$ cat src/rtl/adc_seq_pkg.sv
package adc_seq_pkg;

    localparam int DIV_CNT_W = 4;
    localparam int SMP_CNT_W = 6;

    typedef enum logic [1:0] {
        SEQ_IDLE   = 2'd0,
        SEQ_SAMPLE = 2'd1,
        SEQ_STEP   = 2'd2
    } seq_state_e;

    // last count value of the divider (ratio minus one); the code order is not monotonic
    function automatic logic [DIV_CNT_W-1:0] div_last(input logic [1:0] code);
        case (code)
            2'b00:   div_last = 4'd3;
            2'b01:   div_last = 4'd1;
            2'b10:   div_last = 4'd15;
            default: div_last = 4'd7;
        endcase
    endfunction

    // last basic-clock period index of the sampling window
    function automatic logic [SMP_CNT_W-1:0] smp_last(input logic [1:0] code);
        case (code)
            2'b00:   smp_last = 6'd7;
            2'b01:   smp_last = 6'd15;
            2'b10:   smp_last = 6'd31;
            default: smp_last = 6'd63;
        endcase
    endfunction

endpackage

$ cat src/rtl/adc_clk_div.sv
module adc_clk_div
    import adc_seq_pkg::*;
#(
    parameter int CNT_W = DIV_CNT_W
) (
    input  logic       clk,
    input  logic       rst,
    input  logic       clr_i,
    input  logic [1:0] sel_i,
    output logic       tick_o
);

    typedef struct packed {
        logic [CNT_W-1:0] cnt;
    } div_reg_t;

    div_reg_t         div_d, div_q;
    logic [CNT_W-1:0] last_cnt;

    always_comb begin
        last_cnt = CNT_W'(div_last(sel_i));
        tick_o   = (div_q.cnt == last_cnt);
        div_d    = div_q;
        if (clr_i || tick_o) begin
            div_d.cnt = '0;
        end else begin
            div_d.cnt = div_q.cnt + 1'b1;
        end
    end

    always_ff @(posedge clk) begin
        if (rst) begin
            div_q <= '0;
        end else begin
            div_q <= div_d;
        end
    end

    // every ratio is at least two, so ticks are never adjacent
    assert_tick_gap_R2: assert property (@(posedge clk) disable iff (rst)
        tick_o |=> !tick_o);

endmodule

$ cat src/rtl/adc_phase_fsm.sv
module adc_phase_fsm
    import adc_seq_pkg::*;
#(
    parameter int RES_BITS = 10,
    localparam int IDX_W = (RES_BITS > 1) ? $clog2(RES_BITS) : 1
) (
    input  logic             clk,
    input  logic             rst,
    input  logic             start_i,
    input  logic             tick_i,
    input  logic [1:0]       tc_i,
    input  logic [1:0]       st_i,
    output logic             accept_o,
    output logic [1:0]       div_sel_o,
    output logic             sample_en_o,
    output logic             step_strobe_o,
    output logic             last_step_o,
    output logic [IDX_W-1:0] step_idx_o,
    output logic             busy_o
);

    typedef struct packed {
        seq_state_e           state;
        logic [1:0]           tc;
        logic [1:0]           st;
        logic [SMP_CNT_W-1:0] smp_cnt;
        logic [IDX_W-1:0]     idx;
    } fsm_reg_t;

    fsm_reg_t fsm_d, fsm_q;

    always_comb begin
        fsm_d         = fsm_q;
        accept_o      = (fsm_q.state == SEQ_IDLE) && start_i;
        div_sel_o     = fsm_q.tc;
        busy_o        = (fsm_q.state != SEQ_IDLE);
        sample_en_o   = (fsm_q.state == SEQ_SAMPLE);
        step_strobe_o = (fsm_q.state == SEQ_STEP) && tick_i;
        last_step_o   = step_strobe_o && (fsm_q.idx == '0);
        step_idx_o    = fsm_q.idx;

        case (fsm_q.state)
            SEQ_IDLE: begin
                if (start_i) begin
                    fsm_d.state   = SEQ_SAMPLE;
                    fsm_d.tc      = tc_i;
                    fsm_d.st      = st_i;
                    fsm_d.smp_cnt = '0;
                    fsm_d.idx     = IDX_W'(RES_BITS - 1);
                end
            end
            SEQ_SAMPLE: begin
                if (tick_i) begin
                    if (fsm_q.smp_cnt == smp_last(fsm_q.st)) begin
                        fsm_d.state = SEQ_STEP;
                        fsm_d.idx   = IDX_W'(RES_BITS - 1);
                    end else begin
                        fsm_d.smp_cnt = fsm_q.smp_cnt + 1'b1;
                    end
                end
            end
            SEQ_STEP: begin
                if (tick_i) begin
                    if (fsm_q.idx == '0) begin
                        fsm_d.state = SEQ_IDLE;
                    end else begin
                        fsm_d.idx = fsm_q.idx - 1'b1;
                    end
                end
            end
            default: fsm_d.state = SEQ_IDLE;
        endcase
    end

    always_ff @(posedge clk) begin
        if (rst) begin
            fsm_q       <= '0;
            fsm_q.state <= SEQ_IDLE;
        end else begin
            fsm_q <= fsm_d;
        end
    end

    // latched codes hold for the whole conversion
    assert_codes_held_R7: assert property (@(posedge clk) disable iff (rst)
        busy_o |=> (!busy_o || (fsm_q.tc == $past(fsm_q.tc) && fsm_q.st == $past(fsm_q.st))));

    // sampling only ever begins from idle
    assert_no_restart_R8: assert property (@(posedge clk) disable iff (rst)
        $rose(sample_en_o) |-> $past(!busy_o));

    // the index on a strobe stays in range
    assert_idx_range_R4: assert property (@(posedge clk) disable iff (rst)
        step_strobe_o |-> (step_idx_o <= IDX_W'(RES_BITS - 1)));

endmodule

$ cat src/rtl/adc_sar_reg.sv
module adc_sar_reg #(
    parameter int RES_BITS = 10
) (
    input  logic                clk,
    input  logic                rst,
    input  logic                clr_i,
    input  logic                strobe_i,
    input  logic                last_i,
    input  logic                bit_i,
    output logic [RES_BITS-1:0] result_o,
    output logic                done_o
);

    typedef struct packed {
        logic [RES_BITS-1:0] work;
        logic [RES_BITS-1:0] result;
        logic                done;
    } sar_reg_t;

    sar_reg_t            sar_d, sar_q;
    logic [RES_BITS-1:0] shifted;

    always_comb begin
        sar_d      = sar_q;
        sar_d.done = 1'b0;
        shifted    = RES_BITS'({sar_q.work, bit_i});
        if (clr_i) begin
            sar_d.work = '0;
        end else if (strobe_i) begin
            sar_d.work = shifted;
            if (last_i) begin
                sar_d.result = shifted;
                sar_d.done   = 1'b1;
            end
        end
        result_o = sar_q.result;
        done_o   = sar_q.done;
    end

    always_ff @(posedge clk) begin
        if (rst) begin
            sar_q <= '0;
        end else begin
            sar_q <= sar_d;
        end
    end

    assert_done_pulse_R6: assert property (@(posedge clk) disable iff (rst)
        done_o |=> !done_o);

    assert_result_on_done_R5: assert property (@(posedge clk) disable iff (rst)
        !$stable(sar_q.result) |-> sar_q.done);

endmodule

$ cat src/rtl/adc_conv_timer.sv
module adc_conv_timer
    import adc_seq_pkg::*;
#(
    parameter int RES_BITS = 10,
    parameter int CTRL_W   = 16,
    parameter int TC_LSB   = 14,
    parameter int ST_LSB   = 12,
    localparam int IDX_W   = (RES_BITS > 1) ? $clog2(RES_BITS) : 1
) (
    input  logic                clk,
    input  logic                rst,
    input  logic                start_i,
    input  logic [CTRL_W-1:0]   ctrl_word_i,
    input  logic                cmp_bit_i,
    output logic                sample_en_o,
    output logic                step_strobe_o,
    output logic [IDX_W-1:0]    step_idx_o,
    output logic                busy_o,
    output logic                done_o,
    output logic [RES_BITS-1:0] result_o
);

    logic       accept;
    logic       tick;
    logic       last_step;
    logic [1:0] div_sel;
    logic [1:0] tc_code;
    logic [1:0] st_code;
    logic       ctrl_unused;

    assign tc_code     = ctrl_word_i[TC_LSB +: 2];
    assign st_code     = ctrl_word_i[ST_LSB +: 2];
    assign ctrl_unused = ^ctrl_word_i[ST_LSB-1:0];

    adc_clk_div #(
        .CNT_W (DIV_CNT_W)
    ) div_i (
        .clk    (clk),
        .rst    (rst),
        .clr_i  (accept),
        .sel_i  (div_sel),
        .tick_o (tick)
    );

    adc_phase_fsm #(
        .RES_BITS (RES_BITS)
    ) fsm_i (
        .clk           (clk),
        .rst           (rst),
        .start_i       (start_i),
        .tick_i        (tick),
        .tc_i          (tc_code),
        .st_i          (st_code),
        .accept_o      (accept),
        .div_sel_o     (div_sel),
        .sample_en_o   (sample_en_o),
        .step_strobe_o (step_strobe_o),
        .last_step_o   (last_step),
        .step_idx_o    (step_idx_o),
        .busy_o        (busy_o)
    );

    adc_sar_reg #(
        .RES_BITS (RES_BITS)
    ) sar_i (
        .clk      (clk),
        .rst      (rst),
        .clr_i    (accept),
        .strobe_i (step_strobe_o),
        .last_i   (last_step),
        .bit_i    (cmp_bit_i),
        .result_o (result_o),
        .done_o   (done_o)
    );

    assert_done_idle_R6: assert property (@(posedge clk) disable iff (rst)
        done_o |-> !busy_o);

    assert_steps_follow_R4: assert property (@(posedge clk) disable iff (rst)
        $fell(sample_en_o) |-> busy_o);

    assert_strobe_busy_R4: assert property (@(posedge clk) disable iff (rst)
        step_strobe_o |-> (busy_o && !sample_en_o));

endmodule

$ cat config.mk
export PLATFORM = sky130hd
export DESIGN_NAME = adc_conv_timer
export DESIGN_NICKNAME = d
export VERILOG_FILES = /design/src/rtl/adc_seq_pkg.sv /design/src/rtl/adc_clk_div.sv /design/src/rtl/adc_phase_fsm.sv /design/src/rtl/adc_sar_reg.sv /design/src/rtl/adc_conv_timer.sv
export SDC_FILE = /design/constraint.sdc
export NUM_CORES = 1
export LEC_CHECK = 0
export BUFFER_PORTS_ARGS = -buffer_cell sky130_fd_sc_hd__buf_2
export CAP_MARGIN = 20
export CORE_ASPECT_RATIO = 0.5
export CORE_MARGIN = 2
export CORE_UTILIZATION = 45
export CTS_CLUSTER_DIAMETER = 120
export DETAILED_ROUTE_END_ITERATION = 16
export PLACE_DENSITY_LB_ADDON = 0.12
export SLEW_MARGIN = 40
export SYNTH_ARGS = -nofsm -noshare
export SYNTH_HDL_FRONTEND = slang
export SYNTH_SLANG_ARGS = --single-unit
$ cat constraint.sdc
create_clock -name clk -period 2.4 [get_ports clk]
set_input_delay 0.12 -clock clk [delete_from_list [all_inputs] [get_ports clk]]
set_output_delay 0.12 -clock clk [all_outputs]
set_load 0.005 [all_outputs]
Word-level counts from Yosys, hierarchy flattened
Cells that the tools add are included.
- register bits after elaboration: 40
- bits of input ports: 20
- output and inout port bits: 18
- word-level logic and storage cells: 66
- add/subtract/negate cells: 3
- equal/unequal tests: 15
- mux-type cells: 18
- bitwise gates (word level): 2
- reductions and logical operators: 19
- operators by type and width (operator ; count):
    case mux 4 bit (3 select lines) ; 2
    2-to-1 mux 6 bit ; 3
    case mux 6 bit (3 select lines) ; 1
    2-to-1 mux 16 bit ; 1
    2-to-1 mux 4 bit ; 3
    case mux 6 bit (2 select lines) ; 1
    2-to-1 mux 10 bit ; 1
    2-to-1 mux 2 bit ; 4
    inequality test 2 bit, second input constant ; 4
    adder 6 x 1 -> 6 bit, second input constant ; 1
    equality test 2 x 1 -> 1 bit, second input constant ; 3
    equality test 2 bit, second input constant ; 3
    equality test 6 bit ; 1
    logical NOT 2 bit ; 3
    inequality test 2 x 1 -> 1 bit, second input constant ; 3
    case mux 2 bit (3 select lines) ; 1
    AND reduction 6 bit ; 1
    AND reduction 5 bit ; 1
    adder 4 x 1 -> 4 bit, second input constant ; 1
    equality test 4 bit ; 1
    logical NOT 4 bit ; 1
    AND reduction 4 bit ; 1
    nonzero test 2 bit ; 2
    OR reduction 2 bit ; 2
    other kinds (9) ; 12

Logic depth before layout (Yosys ltp)
- word-level depth: 9
- mapped depth: 8
- depth with buffers taken out: 8

Modules after synthesis
From an unflattened synthesis, not the netlist that was laid out.
- cells, all modules: 241
- area, all modules: 2125.8 um^2
- modules (own cells, without submodules) (module ; instances ; cells each ; area an instance (um^2) ; seq. area each (um^2)):
    adc_phase_fsm ; 1 ; 132 ; 1043.5 ; 320.3
    adc_sar_reg ; 1 ; 87 ; 878.3 ; 400.4
    adc_clk_div ; 1 ; 22 ; 203.9 ; 80.1

Worst setup path after synthesis
OpenSTA, ideal clock, no wires.
- path kind: reg2reg
- from: register div_i.div_q[2] in the netlist's numbering
- to: register fsm_i.fsm_q, in the netlist fsm_i.step_idx_o[0]
- setup time: 0.132 ns
- arrival: 1.900 ns
- required time: 2.268 ns
- slack: 0.367 ns
- stages on the path, launching flop included: 7
- buffers on the path: 0
- period minus slack after synthesis: 2.033 ns
- cells stage by stage: dfxtp_1 -> or4b_4 -> a31oi_1 -> o2111ai_2 -> or4_1 -> nand3_1 -> a21oi_1
- longest elaborated chain between the ends: 3
- elaborated cells on any way between the ends: 4
- those cells by class: eq/ne: 3; reduce/logical: 1
- ends and longest elaborated chain (element ; line ; RTL):
    start, declared ; adc_clk_div.sv:17 ; div_reg_t div_d, div_q;
    start signal, assigned ; adc_clk_div.sv:35 ; div_q <= div_d;
    equality test 4 bit (*) ; adc_clk_div.sv:22 ; tick_o = (div_q.cnt == last_cnt);
    inequality test 2 x 1 -> 1 bit (no source line) ; -- ;
    AND reduction 6 bit (no source line) (*) ; -- ;
    end signal, assigned ; adc_phase_fsm.sv:80 ; fsm_q <= fsm_d;
    end, declared ; adc_phase_fsm.sv:30 ; fsm_reg_t fsm_d, fsm_q;
Every way passes the cells marked *; elsewhere a longest branch is shown, timed or not.
A chain may end at the register's enable or synchronous reset.

Worst setup path after layout
- from: register div_i.div_q[1] in the netlist's numbering
- to: output step_strobe_o
- longest elaborated chain between the ends: 2
- ends and longest elaborated chain (element ; line ; RTL):
    equality test 4 bit ; adc_clk_div.sv:22 ;
    logical AND 1 bit ; adc_phase_fsm.sv:38 ; step_strobe_o = (fsm_q.state == SEQ_STEP) && tick_i;
    end, declared ; adc_conv_timer.sv:16 ; output logic step_strobe_o,
No other way between the ends.

==> flow_summary.ini <==
[run_status]
status = completed

[sta]
final.setup.tns_ps = 0
slew_viol_final = 0
fin_crit_sh = 0.923
timing.final.ws_setup_ps = 185
hold_viol = 0
slew_headroom = 0.656
finalClockSkew_ps = 4.74
worstMarginPinSlew_ps = 516
period_needed_ps = 2220
rsz0062_at_grt = false
fmax_mhz = 451
setup_violations = 0

[drt]
wl_um = 4070
drt-initial-drc-count = 43
drcViolationCount = 0
vias = 1649
wl_per_cell_um = 13.2
dr.pass1.iters = 4
routed_via_density = 5.34
antenna_left = 0

[worst_setup_path]
cp_top_family = buffers and inverters
critPathBufInv = 3
cp-end-kind = output pin
critPathKind = reg2out
worstPathMaxFanout = 10
arrival_ps = 2100
critPathMaxStageDelay_ps = 500
path_cells = or4b_1 > o22ai_2 > o21ai_1 > buf_4 > clkinv_1 > buf_2
r2r_slack_ps = 190
required_ps = 2280
cp-start-kind = register
crit_slowest_cell = or4b_1

[yosys]
synth_top_area_cell = dfxtp_1
syn-cell-area_um2 = 2030
avgSynthCellArea_um2 = 8.51
syn-num-nets = 266
postSynth.asyncResetShare = 0
ys.flop_type = dfxtp_1
synth-seq-cells = 40
synth_top_area_share = 0.394
synth_cells = 239
yosysSeqAreaShare = 0.394
synth_cell_types = 45
yosys_warnings = 0
yosys-top-cells-area = dfxtp_1, mux2i_1, nand2_1, buf_4, a21oi_1
synth_edf_count = 0

[placement]
place.gp.congestion = 0.761
place_inst = 301
port_buffers = 25
pre_cts_ws_ps = 201
dpl.hpwl_um = 2860
place_area_um2 = 2100

[pwr]
total_power_uw = 1440
p_leak_uw = 0.000929
ir_drop_uv = 375
p_per_area_nw_per_um2 = 650

[die]
fp.coreArea_um2 = 4380
die_y_um = 51.5
die_x_um = 99.1
rows = 17
ioPinCount = 38
die_area_um2 = 5110
initial_core_util = 0.464

[clock_network]
cts_buffers = 5
clkLatencyLatePin_ps = 300
clk_pin_slew_ps = 80
cts_tree = done
cts_max_level = 2
cts_root_buf = clkbuf_8
hold_buffers = 0
cts_resized = 0
numClockSinks = 40
post_cts_buffers = 0
cts_buffer_depth = 2

[cells_and_area]
multi_input_area_um2 = 1050
regArea_um2 = 801
fin_area_um2 = 2220
fill_cells = 433
num-nets-final = 278
drive_above_1_share = 0.179
area_delta_synth_final_pct = 9.16
diodes = 0
fin_cells = 309

[global_routing]
grt_pass1_wl_um = 6760
grt_antenna_before_repair = 0
grt_pass1_vias = 1485
grt_max_degree = 29
grt_use_total = 0.173
grt_overflow_total = 0

[job]
drv_cap = 0

[min_path]
hold_path.class = in2reg
==> power breakdown <==
part	switching, uW	internal, uW	total (uW)
combinational	94.8	58.9	154
clock	253	340	594
sequential	17.9	677	695
==> cells by family after synthesis <==
group	Yosys count	share of synthesized area
fa+ha+maj	7	0.0430
buf+inv	32	0.0886
xor+xnor	8	0.0344
simple gates	92	0.215
compound gates	47	0.161
flops	40	0.394
mux	13	0.0640
==> synthesized netlist by cell type (2+ instances only) <==
master	count
dfxtp_1	40
nand2_1	33
nor2_1	26
a21oi_1	20
buf_4	14
mux2i_1	13
inv_1	10
ha_1	7
clkbuf_1	6
nand3_1	6
o21ai_0	6
xnor2_1	6
nor2b_1	5
a211oi_1	4
a31oi_1	3
nand2b_1	3
nor3_1	3
o221ai_1	3
or2_2	3
nand4_1	2
xor2_1	2
==> layer usage <==
layer | wire length, um | share of wire | global-route usage | up-vias
met3 | 165 | 0.041 | 0.0699 | 5
li1 | - | - | - | 840
met2 | 1800 | 0.44 | 0.284 | 20
met1 | 2060 | 0.51 | 0.218 | 784
met5 | 0 | 0 | 0 | -
met4 | 33 | 0.0081 | 0.0411 | 0
==> stage by stage <==
step                hold slack, ps  utilization
floorplan                      256            -
global placement               366        0.479
detailed placement             371        0.479
CTS                           47.3        0.507
global route                  52.1        0.507
finish                        54.7        0.507
==> placed cells by master (no fill, tap or decap), types with 2 or more instances in the layout <==
master	n
dfxtp_1	40
nand2_1	33
nor2_1	26
buf_2	25
a21oi_1	20
mux2i_1	13
inv_1	10
ha_1	7
nand3_1	6
o21ai_0	6
xnor2_1	6
clkbuf_8	6
nor2b_1	5
a211oi_1	4
nand2b_1	3
or2_2	3
nor3_1	3
a31oi_1	3
o221ai_1	3
nand4_1	2
xor2_1	2
==> worst register-to-register path, cell delays in order, from the launching register on <==
cell	delay, ps
dfxtp_1	370
or4b_4	540
a31oi_1	220
o2111ai_2	180
a2111oi_4	450
o221ai_1	200
a21oi_1	170
==> worst paths after layout <==
check                        end       startpoint  depth (start not counted)
min           fsm_i.div_sel_o[0]  ctrl_word_i[14]                          3
min reg2reg      sar_i.sar_q[19]  sar_i.sar_q[19]                          2
max reg2reg  fsm_i.step_idx_o[3]   div_i.div_q[2]                          6
max                step_strobe_o   div_i.div_q[1]                          6
==> flip-flops by register name, indices dropped and copies added, names as in the netlist <==
signal / flops
fsm_i.step_idx_o: 4
fsm_i.fsm_q: 10
sar_i.result_o: 10
fsm_i.div_sel_o: 2
sar_i.done_o: 1
div_i.div_q: 4
sar_i.sar_q: 9
==> final cells by class <==
type / instances / share of cell area
well taps: 57 / 0.0321
flip-flops and latches: 40 / 0.361
repair buffers: 26 / 0.0597
clock inverters: 2 / 0.0175
clock buffers: 6 / 0.0372
multi-input cells: 167 / 0.474
inverters: 11 / 0.0186
Note: power is estimated with default switching activity, not from simulation.
